**src/rtl/sram_lane_pkg.sv**
```systemverilog
package sram_lane_pkg;

  typedef enum logic [1:0] {
    ST_IDLE,
    ST_SETUP,
    ST_ACCESS,
    ST_HOLD
  } ctrlState_e;

  // Strobes from the sequencer to the datapath.
  typedef struct packed {
    logic load;      // latch the host request
    logic sel;       // chip selected, lanes strobed per byte enable
    logic weOn;      // write enable active
    logic oeOn;      // output enable active
    logic busDrive;  // controller owns the data bus
    logic capture;   // take read data this edge
  } laneCtrl_t;

endpackage

```
**src/rtl/sram_lane_fsm.sv**
```systemverilog
module sram_lane_fsm
  import sram_lane_pkg::*;
#(
  parameter int ACCESS_CYC = 4
) (
  input  logic      clk,
  input  logic      rstN,
  input  logic      reqValid,
  input  logic      reqBeZero,
  input  logic      curWrite,
  output laneCtrl_t ctrl,
  output logic      done
);

  localparam int CW = $clog2(ACCESS_CYC + 1);
  localparam logic [CW-1:0] LAST = CW'(ACCESS_CYC - 1);

  ctrlState_e state;
  logic [CW-1:0] waitCnt;
  logic lastWait;

  assign lastWait = (waitCnt == LAST);

  always_ff @(posedge clk or negedge rstN) begin
    if (!rstN) begin
      state   <= ST_IDLE;
      waitCnt <= '0;
    end else begin
      unique case (state)
        ST_IDLE: begin
          if (reqValid) state <= reqBeZero ? ST_HOLD : ST_SETUP;
        end
        ST_SETUP: begin
          state   <= ST_ACCESS;
          waitCnt <= '0;
        end
        ST_ACCESS: begin
          if (lastWait) state <= ST_HOLD;
          else waitCnt <= waitCnt + 1'b1;
        end
        ST_HOLD: state <= ST_IDLE;
        default: state <= ST_IDLE;
      endcase
    end
  end

  always_comb begin
    ctrl          = '0;
    ctrl.load     = (state == ST_IDLE) && reqValid;
    ctrl.sel      = (state != ST_IDLE);
    ctrl.weOn     = (state == ST_ACCESS) && curWrite;
    ctrl.oeOn     = (state == ST_ACCESS) && !curWrite;
    ctrl.busDrive = (state != ST_IDLE) && curWrite;
    ctrl.capture  = (state == ST_ACCESS) && lastWait && !curWrite;
  end

  assign done = (state == ST_HOLD);

endmodule

```
**src/rtl/sram_lane_dp.sv**
```systemverilog
module sram_lane_dp
  import sram_lane_pkg::*;
#(
  parameter int ADDR_W = 16,
  parameter int DATA_W = 16
) (
  input  logic                clk,
  input  logic                rstN,
  input  laneCtrl_t           ctrl,
  input  logic                reqWrite,
  input  logic [ADDR_W-1:0]   reqAddr,
  input  logic [DATA_W-1:0]   reqWdata,
  input  logic [DATA_W/8-1:0] reqBe,
  output logic                curWrite,
  output logic [DATA_W-1:0]   rspRdata,
  output logic                memCs1N,
  output logic                memCs2,
  output logic                memOeN,
  output logic                memWeN,
  output logic [DATA_W/8-1:0] memLaneN,
  output logic [ADDR_W-1:0]   memAddr,
  output logic [DATA_W-1:0]   memDqOut,
  output logic [DATA_W/8-1:0] memDqOe,
  input  logic [DATA_W-1:0]   memDqIn
);

  localparam int LANES = DATA_W / 8;

  logic [ADDR_W-1:0] addrQ;
  logic [DATA_W-1:0] wdataQ;
  logic [LANES-1:0]  beQ;
  logic              writeQ;

  always_ff @(posedge clk or negedge rstN) begin
    if (!rstN) begin
      addrQ  <= '0;
      wdataQ <= '0;
      beQ    <= '0;
      writeQ <= 1'b0;
    end else if (ctrl.load) begin
      addrQ  <= reqAddr;
      wdataQ <= reqWdata;
      beQ    <= reqBe;
      writeQ <= reqWrite;
    end
  end

  assign curWrite = writeQ;
  assign memAddr  = addrQ;
  assign memDqOut = wdataQ;
  assign memCs1N  = ~ctrl.sel;
  assign memCs2   = ctrl.sel;
  assign memWeN   = ~ctrl.weOn;
  assign memOeN   = ~ctrl.oeOn;

  for (genvar l = 0; l < LANES; l++) begin : g_lane
    assign memLaneN[l] = ~(ctrl.sel & beQ[l]);
    assign memDqOe[l]  = ctrl.busDrive & beQ[l];

    always_ff @(posedge clk or negedge rstN) begin
      if (!rstN) begin
        rspRdata[l*8 +: 8] <= '0;
      end else if (ctrl.capture) begin
        rspRdata[l*8 +: 8] <= beQ[l] ? memDqIn[l*8 +: 8] : 8'h00;
      end
    end
  end

endmodule

```
**src/rtl/sram_lane_ctrl.sv**
```systemverilog
module sram_lane_ctrl
  import sram_lane_pkg::*;
#(
  parameter int ADDR_W     = 16,
  parameter int ACCESS_CYC = 4
) (
  input  logic              clk,
  input  logic              rstN,
  input  logic              reqValid,
  input  logic              reqWrite,
  input  logic [ADDR_W-1:0] reqAddr,
  input  logic [15:0]       reqWdata,
  input  logic [1:0]        reqBe,
  output logic [15:0]       rspRdata,
  output logic              rspDone,
  output logic              memCs1N,
  output logic              memCs2,
  output logic              memOeN,
  output logic              memWeN,
  output logic              memLbN,
  output logic              memUbN,
  output logic [ADDR_W-1:0] memAddr,
  output logic [15:0]       memDqOut,
  output logic [1:0]        memDqOe,
  input  logic [15:0]       memDqIn
);

  localparam int DATA_W = 16;
  localparam int LANES  = DATA_W / 8;

  laneCtrl_t        ctrl;
  logic             curWrite;
  logic [LANES-1:0] laneN;

  sram_lane_fsm #(.ACCESS_CYC(ACCESS_CYC)) fsm_i (
    .clk      (clk),
    .rstN     (rstN),
    .reqValid (reqValid),
    .reqBeZero(~|reqBe),
    .curWrite (curWrite),
    .ctrl     (ctrl),
    .done     (rspDone)
  );

  sram_lane_dp #(.ADDR_W(ADDR_W), .DATA_W(DATA_W)) dp_i (
    .clk     (clk),
    .rstN    (rstN),
    .ctrl    (ctrl),
    .reqWrite(reqWrite),
    .reqAddr (reqAddr),
    .reqWdata(reqWdata),
    .reqBe   (reqBe),
    .curWrite(curWrite),
    .rspRdata(rspRdata),
    .memCs1N (memCs1N),
    .memCs2  (memCs2),
    .memOeN  (memOeN),
    .memWeN  (memWeN),
    .memLaneN(laneN),
    .memAddr (memAddr),
    .memDqOut(memDqOut),
    .memDqOe (memDqOe),
    .memDqIn (memDqIn)
  );

  assign memLbN = laneN[0];
  assign memUbN = laneN[1];

endmodule

```
**config.mk**
```make
export PLATFORM = sky130hd
export DESIGN_NAME = sram_lane_ctrl
export DESIGN_NICKNAME = d
export VERILOG_FILES = /design/src/rtl/sram_lane_pkg.sv /design/src/rtl/sram_lane_fsm.sv /design/src/rtl/sram_lane_dp.sv /design/src/rtl/sram_lane_ctrl.sv
export SDC_FILE = /design/constraint.sdc
export NUM_CORES = 1
export LEC_CHECK = 0
export ABC_CLOCK_PERIOD_IN_PS = 4660
export BUFFER_PORTS_ARGS = -buffer_cell sky130_fd_sc_hd__buf_2
export CAP_MARGIN = 20
export CORE_MARGIN = 8
export CORE_UTILIZATION = 37
export CTS_BUF_LIST = sky130_fd_sc_hd__clkbuf_16
export CTS_CLUSTER_SIZE = 8
export DETAILED_ROUTE_END_ITERATION = 8
export HOLD_SLACK_MARGIN = 0.02
export PLACE_DENSITY = 0.78
export SLEW_MARGIN = 15
export SYNTH_ARGS = -nofsm -noshare
export SYNTH_HDL_FRONTEND = slang
export SYNTH_SLANG_ARGS = --single-unit
```
**constraint.sdc**
```tcl
create_clock -name clk -period 4.66 [get_ports clk]
set_clock_uncertainty 0.2 [all_clocks]
set_input_delay 0.932 -clock clk [delete_from_list [all_inputs] [get_ports clk]]
set_output_delay 0.932 -clock clk [all_outputs]
set_load 0.05 [all_outputs]
```
==> flow_summary.yaml, run 1 <==
status:
  status: "finished, final reports clean"
timing:
  fin_tns_setup_ps: 0
  final_hold_viol_count: 0
  max_freq_mhz: 369
  tightest_slew_ps: 941
  period_share_pct: 58.2
  timing.final.crit_period_ps: 2710
  slew_viol_final: 0
  slew_headroom_pct: 37.1
  grt_setup_unrepaired: "false"
  setup_viol: 0
setup_path:
  cp.arrival_ps: 1580
  r2r_cells: 5
  crit_type: "reg -> out"
  cp_max_fo: 8
  cp.required_ps: 3530
  critical-path-max-stage-delay_ps: 380
  cp_top_family: "buffers and inverters"
  startpoint_type: "flip-flop"
  path_cells: "inv_1, ha_1, inv_2, and3_1, buf_2"
  end_kind: "output pin"
  slowest_stage: "dfrtp_1"
  path_buf_inv: 3
  worstSetupPathDepth: 5
  r2r_slack_ps: 2460
clock_tree:
  cts_root_buf: "clkbuf_16"
  cts_setup_buffers: 0
  hold_buffers: 0
  clock_path_buffers: 2
  insertion_delay_ps: 280
  cts_tree: "built"
  clkTransAtPathRegs_ps: 60
  cts_sinks: 56
  cts_buffers: 5
  ctsResizeCount: 0
  htreeDepth: 2
yosys:
  async_reset_ff_share_pct: 100
  syn_nets: 242
  synth_area_um2: 2420
  ys_seq_area_share_pct: 58.0
  netlist.area_leader.share_pct: 58.0
  synth_flop_cell: "dfrtp_1"
  avgSynthCellArea_um2: 13.3
  yosys_warnings: 0
  synth_cells: 181
  synth_area_leaders: "dfrtp_1, mux2_4, nand2_1"
  synth_seq_cells: 56
  synth_largest_area_cell: "dfrtp_1"
  synth_edf_count: 0
  ys_types: 22
  yosysMostFrequentCell: "dfrtp_1"
  netlist_top_cells_count: "dfrtp_1, nand2_1, mux2_4"
floorplan:
  ios: 111
  die_y_um: 96.8
  initial_utilization_pct: 38.0
  die_w_um: 96.8
  die_area_um2: 9370
  rows: 29
  core-area_um2: 6350
grt:
  first_global_vias: 1899
  use_met1_pct: 12.7
  grt_max_degree: 36
  track_usage_pct: 11.3
  grt_use_met2_pct: 18.8
  grt_use_met3_pct: 5.90
  globalRouteOverflowTotal: 0
  top_usage_layer: "met2"
  grt_pass1_wl_um: 9000
  grt_antenna_before_repair: 0
routing:
  wl_per_cell_um: 14.2
  drt_iter0_drc: 45
  viasPerCell: 4.61
  first_pass_iters: 4
  drcViolationCount: 0
  vias: 1695
  wirelength_um: 5240
  ant_nets: 0
finish:
  layout.nets: 352
  fillers: 556
  drive_gt1_share_pct: 53.6
  antenna_cells: 0
  synthToLayoutAreaGrowth_pct: 30.3
hold_path:
  hp-class: "reg -> reg"
  hold_depth: 2
place:
  gp_congestion: 0.785
  io_buffers: 110
  hpwl_um: 4060
run:
  drv_cap: 0
==> worst reg2reg max path: stages (launching register included) <==
cell      delay [ps]
dfrtp_1          410
inv_1            130
ha_1             280
nand3b_1         670
nand2_1          250
o21ai_0          110
==> state kept, by name, summed over array words and instances (netlist names) <==
| name | count |
|---|---|
| dp_i.memDqOut | 16 |
| dp_i.memAddr | 16 |
| dp_i.rspRdata | 16 |
| fsm_i.waitCnt | 3 |
| dp_i.beQ | 2 |
| fsm_i.state | 2 |
| dp_i.curWrite | 1 |
==> placed cells by master, fill, tap and decap left out, drive strengths merged, types with 3 or more instances in the layout <==
cell    netlist  layout
buf           5     111
clkbuf        3       5
dfrtp        56      56
ha            7       7
inv           6       7
mux2         36      36
mux2i         3       3
nand2        37      37
o21ai        16      16
==> layout make-up <==
class                   instances  area (µm²)  share of cell area [%]
flip-flops and latches         56        1400                    44.5
repair buffers                111         558                    17.7
clock inverters                 2        8.76                   0.278
multi-input cells             111         937                    29.8
inverters                       6        22.5                   0.715
clock buffers                   5         125                    3.97
well taps                      77        96.3                    3.06
==> worst paths after layout <==
path                                           to             start
worst max-delay path                   memDqOe[1]    fsm_i.state[0]
worst min-delay path             dp_i.rspRdata[6]  dp_i.rspRdata[6]
worst max register to register   dp_i.rspRdata[7]    fsm_i.state[0]
worst min register to register   dp_i.rspRdata[6]  dp_i.rspRdata[6]
max in group asynchronous       dp_i.memDqOut[15]              rstN
min in group asynchronous       dp_i.rspRdata[13]              rstN
==> per-layer routing <==
layer	up-vias	routed length (µm)
li1	820	-
met1	801	2210
met2	70	2530
met3	4	473
met4	0	24
met5	-	0
==> logic make-up after synthesis <==
kind of cell | share of synthesized area (%)
flip-flops | 58.0
AND/OR/NAND/NOR | 8.03
multiplexers | 22.7
adder cells (fa/ha/maj) | 3.62
buffers and inverters | 3.21
AO/OA/AOI/OAI | 4.45
==> metrics by stage <==
step                cells  worst slack, ps  util [%]  hold slack [ps]  area (µm²)
floorplan             181             1750         -              279        2420
detailed placement    361             2260      47.5              265        3020
global placement      361             2310      47.5              259        3020
finish                368             1950      49.6              271        3150
CTS                   368             1950      49.6              280        3150
global route          368             1830      49.6              316        3150
Power of run 1 is not shown: default switching activity piles up to over one toggle a cycle in this logic, so the estimate is an artifact.
==> run 2, diff against run 1 <==
- ABC_AREA: unset -> 1
- ABC_CLOCK_PERIOD_IN_PS: 4660 -> 2530
- PLACE_DENSITY: 0.78 -> 0.77
- clock period: 4.66 -> 2.53 ns (I/O delays scaled with it)
==> run 2 against run 1 <==
Net effect:
- critical path depth decreased by 1
- global-route usage increased by 2.3 points
- sequential cell count unchanged
- non-clock buffer count increased by 4
- via count increased by 25%
- die area increased by 2.7%
- synthesized cell count increased by 50%
- wire length increased by 22%
- clock-buffer cell count unchanged
- first-iteration DRC count increased by 49%
- critical path type unchanged
- critical endpoint is now memCs1N
==> flow_summary.yaml, run 2 <==
setup_path:
  cp.required_ps: 1820
  cp_top_family: "buffers and inverters"
  critical-path-max-stage-delay_ps: 410
  startpoint_type: "flip-flop"
  slowest_stage: "dfrtp_1"
  cp.arrival_ps: 1640
  crit_type: "reg -> out"
  end_kind: "output pin"
  path_cells: "inv_1, ha_2, buf_4, buf_2"
  cp_max_fo: 21
  path_buf_inv: 3
clock_tree:
  htreeDepth: 2
  cts_tree: "built"
  cts_setup_buffers: 0
  cts_root_buf: "clkbuf_16"
  clock_path_buffers: 2
  clkTransAtPathRegs_ps: 70
  insertion_delay_ps: 290
  cts_sinks: 56
  cts_buffers: 5
  ctsResizeCount: 0
timing:
  slew_headroom_pct: 70.9
  final_hold_viol_count: 0
  grt_setup_unrepaired: "false"
  slew_viol_final: 0
  holdWs_ps: 242
  setup_viol: 0
  period_share_pct: 92.5
  max_freq_mhz: 427
  tightest_slew_ps: 436
  timing.final.crit_period_ps: 2340
  fin_tns_setup_ps: 0
floorplan:
  core-area_um2: 6640
  initial_utilization_pct: 37.6
  die_area_um2: 9630
  ios: 111
  die_y_um: 98.1
  rows: 30
  die_w_um: 98.1
finish:
  synthToLayoutAreaGrowth_pct: 31.9
  multiInputGateArea_um2: 952
  drive_gt1_share_pct: 38.8
  fin_cells: 459
  final_area_um2: 3290
  antenna_cells: 0
  fillers: 638
  final_common_cell: "nand2_1"
  final-seq-area_um2: 1400
  layout.nets: 439
  layout_common_cells: "nand2_1, buf_2, dfrtp_1"
grt:
  globalRouteOverflowTotal: 0
  track_usage_pct: 13.6
  grt_max_degree: 41
  grt_antenna_before_repair: 0
  first_global_vias: 2192
  grt_pass1_wl_um: 10800
yosys:
  synth_area_um2: 2490
  avgSynthCellArea_um2: 9.17
  syn_nets: 333
  synth_cells: 272
  netlist_top_cells_count: "nand2_1, dfrtp_1, nand3_1"
  ys_seq_area_share_pct: 56.2
  ys_types: 14
  yosys_warnings: 0
  async_reset_ff_share_pct: 100
  synth_area_leaders: "dfrtp_1, nand2_1, nand3_1"
  yosysMostFrequentCell: "nand2_1"
  synth_largest_area_cell: "dfrtp_1"
  synth_seq_cells: 56
  netlist.area_leader.share_pct: 56.2
  synth_flop_cell: "dfrtp_1"
  synth_edf_count: 0
place:
  hpwl_um: 4900
  placed_area_um2: 3090
  io_buffers: 110
  placedCellCount: 450
  gp_congestion: 0.757
routing:
  wirelength_um: 6380
  drcViolationCount: 0
  vias: 2111
  viasPerCell: 4.60
  wl_per_cell_um: 13.9
  ant_nets: 0
  drt_iter0_drc: 67
  first_pass_iters: 4
hold_path:
  hp-class: "in -> reg"
power_and_ir_drop:
  power_density_nw_per_um2: 1530
  ir_worst_vdd_mv: 0.745
  leakage_nw: 1.80
status:
  status: "finished, final reports clean"
run:
  drv_cap: 0
run 2: changes by cell type in the layout (fill, tap and decap cells not counted), moves of 2 or more:
cell / delta
inv_1: +3
bufinv_16: +2
and3_1: -2
o21ai_0: -13
mux2_4: -30
nand2b_1: -2
mux2i_1: -3
nand2_1: +82
nand2_2: +2
mux2_2: -6
nand3_1: +34
nor2_4: +2
buf_4: +2
o21ai_2: +17
run 2: worst register-to-register path, stage by stage, from the launching register on:
cell and delay (ps):
dfrtp_1 410, inv_1 130, ha_2 230, buf_4 250, buf_4 280, nand2_4 260, nor2_1 180, a21oi_1 50
run 2: cells by family (layout without fill, tap and decap cells):
| logic type | Yosys count | in the layout | synth area share, % |
|---|---|---|---|
| AOI/OAI and AO/OA | 22 | 22 | 6.97 |
| adders and majority gates | 7 | 7 | 3.51 |
| buffers and inverters | 26 | 133 | 6.57 |
| DFF | 56 | 56 | 56.2 |
| and+or+nand+nor | 161 | 161 | 26.8 |
run 2: final cells by class:
class	instances	share of cell area [%]
multi-input combinational	190	28.9
clock inverter	3	2.09
inverter	10	1.25
tap	80	3.04
clock buffer	5	3.80
timing repair buffer	115	18.3
sequential	56	42.6
run 2: metrics by stage:
step / worst slack [ps] / utilization, % / total power, mW
after floorplan: 9.69 / - / 3.61
after global placement: 467 / 46.5 / 4.17
after detailed placement: 415 / 46.5 / 4.21
after CTS: 191 / 49.5 / 5.11
after global routing: 94.5 / 49.5 / 5.36
final: 188 / 49.5 / 5.05
run 2: worst paths after layout:
path                                 start           endpoint  slack, ps  cells past startpoint
min in group asynchronous             rstN  dp_i.rspRdata[10]        490                      2
max reg2reg                 fsm_i.state[0]      dp_i.curWrite        400                      7
max in group asynchronous             rstN      dp_i.curWrite       1100                      3
min reg2reg                dp_i.memAddr[6]    dp_i.memAddr[6]        270                      2
max                         fsm_i.state[0]            memCs1N        190                      4
min                             reqAddr[8]    dp_i.memAddr[8]        240                      3
run 2: repair_timing:
item,CTS,global route
hold endpoints to repair,16,0
setup endpoints to repair,0,0
hold buffers,1,0
run 2: power by group:
| part | switching, mW | internal [mW] | total [mW] |
|---|---|---|---|
| Combinational | 2.09 | 0.592 | 2.68 |
| Clock | 0.312 | 0.571 | 0.882 |
| Sequential | 0.233 | 1.25 | 1.48 |
| Total | 2.64 | 2.41 | 5.05 |
run 2: per-layer routing:
layer	global-route usage (%)	share of wire (%)	up-vias
met3	4.84	8.1	6
met5	0	0	-
li1	-	-	1071
met4	4.08	0.89	0
met2	21.2	45	87
met1	17.3	46	947
Note: power is estimated with default switching activity, not from simulation.
==> run 3, diff against run 2 <==
- CTS_BUF_LIST: sky130_fd_sc_hd__clkbuf_16 -> unset
==> run 3 against run 2 <==
Net effect:
- utilization is 0.85 points lower
- sequential share of layout area is 0.74 points higher
- clock-buffer cell count stayed put
- first-iteration DRC count is 61% higher
- critical path depth stayed put
- sequential cell count stayed put
- die area stayed put
- setup slack worse by 26 ps
- via count is 0.38% higher
- global-route usage hardly changed
==> flow_summary.yaml, run 3 (synthesized netlist as in run 2, its figures left out) <==
status:
  status: "finished, final reports clean"
routing:
  drt_iter0_drc: 108
  first_pass_iters: 4
  wl_per_cell_um: 13.8
  vias: 2119
  ant_nets: 0
  drcViolationCount: 0
  wirelength_um: 6350
  viasPerCell: 4.62
place:
  placedCellCount: 450
  io_buffers: 110
  gp_congestion: 0.757
  post-place-ws_ps: 415
  hpwl_um: 4900
hold_path:
  hp-class: "in -> reg"
timing:
  slew_viol_final: 0
  tightest_slew_ps: 435
  slew_headroom_pct: 71.0
  grt_setup_unrepaired: "false"
  setup_viol: 0
  final.setup.worst_slack_ps: 163
  fin_tns_setup_ps: 0
  max_freq_mhz: 422
  timing.final.crit_period_ps: 2370
  final_hold_viol_count: 0
  period_share_pct: 93.6
floorplan:
  die_y_um: 98.1
  rows: 30
  core-area_um2: 6640
  die_area_um2: 9630
  ios: 111
  die_w_um: 98.1
  initial_utilization_pct: 37.6
grt:
  grt_max_degree: 41
  use_met1_pct: 17.3
  globalRouteOverflowTotal: 0
  top_usage_layer: "met2"
  grt_use_met2_pct: 21.2
  grt_pass1_wl_um: 10800
  track_usage_pct: 13.7
  grt_use_met3_pct: 5.48
  first_global_vias: 2177
  grt_antenna_before_repair: 0
finish:
  layout.nets: 439
  drive_gt1_share_pct: 38.8
  fillers: 641
  final_common_cell: "nand2_1"
  fin_cells: 459
  synthToLayoutAreaGrowth_pct: 29.7
  antenna_cells: 0
  layout_common_cells: "nand2_1, buf_2, dfrtp_1"
setup_path:
  slowest_stage: "dfrtp_1"
  cp.required_ps: 1820
  path_buf_inv: 3
  cp.arrival_ps: 1660
  path_cells: "inv_1, ha_2, buf_4, buf_2"
  startpoint_type: "flip-flop"
  cp_top_family: "buffers and inverters"
  cp_max_fo: 21
  crit_type: "reg -> out"
  critical-path-max-stage-delay_ps: 420
  end_kind: "output pin"
clock_tree:
  clkTransAtPathRegs_ps: 100
  cts_tree: "built"
  htreeDepth: 2
  cts_sinks: 56
  cts_buffers: 5
  cts_root_buf: "clkbuf_8"
  insertion_delay_ps: 310
  clock_path_buffers: 2
power_and_ir_drop:
  fin_total_pwr_mw: 4.85
  power_density_nw_per_um2: 1500
  ir_worst_vdd_mv: 0.734
  leakage_nw: 1.77
run:
  drv_cap: 0
==> run 3: worst register-to-register path, stage by stage, from the launching register on <==
cell and delay [ps]:
dfrtp_1 420, inv_1 140, ha_2 230, buf_4 250
buf_4 280, nand2_4 270, nor2_1 180, a21oi_1 50
==> run 3: layout make-up <==
cell class | count | area [µm²] | area share (%)
Inverter | 10 | 41.3 | 1.28
Timing Repair Buffer | 115 | 603 | 18.6
Sequential cell | 56 | 1400 | 43.3
Clock inverter | 3 | 68.8 | 2.13
Clock buffer | 5 | 68.8 | 2.13
Multi-Input combinational cell | 190 | 952 | 29.4
Tap cell | 80 | 100 | 3.09
==> run 3: per-layer routing <==
metal / vias up / part of all wire, %
met3: 6 / 8.5
met1: 954 / 46
met4: 0 / 0.90
li1: 1074 / -
met5: - / 0
met2: 85 / 45
==> run 3: worst paths after layout <==
path,from,to,slack (ps),depth (start not counted)
setup / recovery,fsm_i.state[0],memCs1N,160,4
hold / removal,reqAddr[8],dp_i.memAddr[8],220,3
setup reg to reg,fsm_i.state[0],dp_i.curWrite,400,7
hold reg to reg,dp_i.memAddr[0],dp_i.memAddr[0],270,2
max in group asynchronous,rstN,fsm_i.state[0],1120,3
min in group asynchronous,rstN,dp_i.rspRdata[10],460,2
==> run 3: power by group <==
group | switching [mW] | internal, mW | leakage (nW)
Clock | 0.290 | 0.398 | 0.0687
Sequential | 0.232 | 1.25 | 0.645
Combinational | 2.09 | 0.592 | 1.06
==> run 3: timing repair <==
item	CTS	global route
endpoints found under the hold margin	16	0
hold buffers	1	0
resized for setup	0	0
setup buffers	0	0
==> run 3: metrics by stage <==
stage               utilization [%]  hold slack [ps]  cell area (µm²)
finish                         48.7              221             3240
global route                   48.7              218             3240
CTS                            48.7              205             3240
detailed placement             46.5              253             3090
global placement               46.5              252             3090
floorplan                         -             10.4             2520
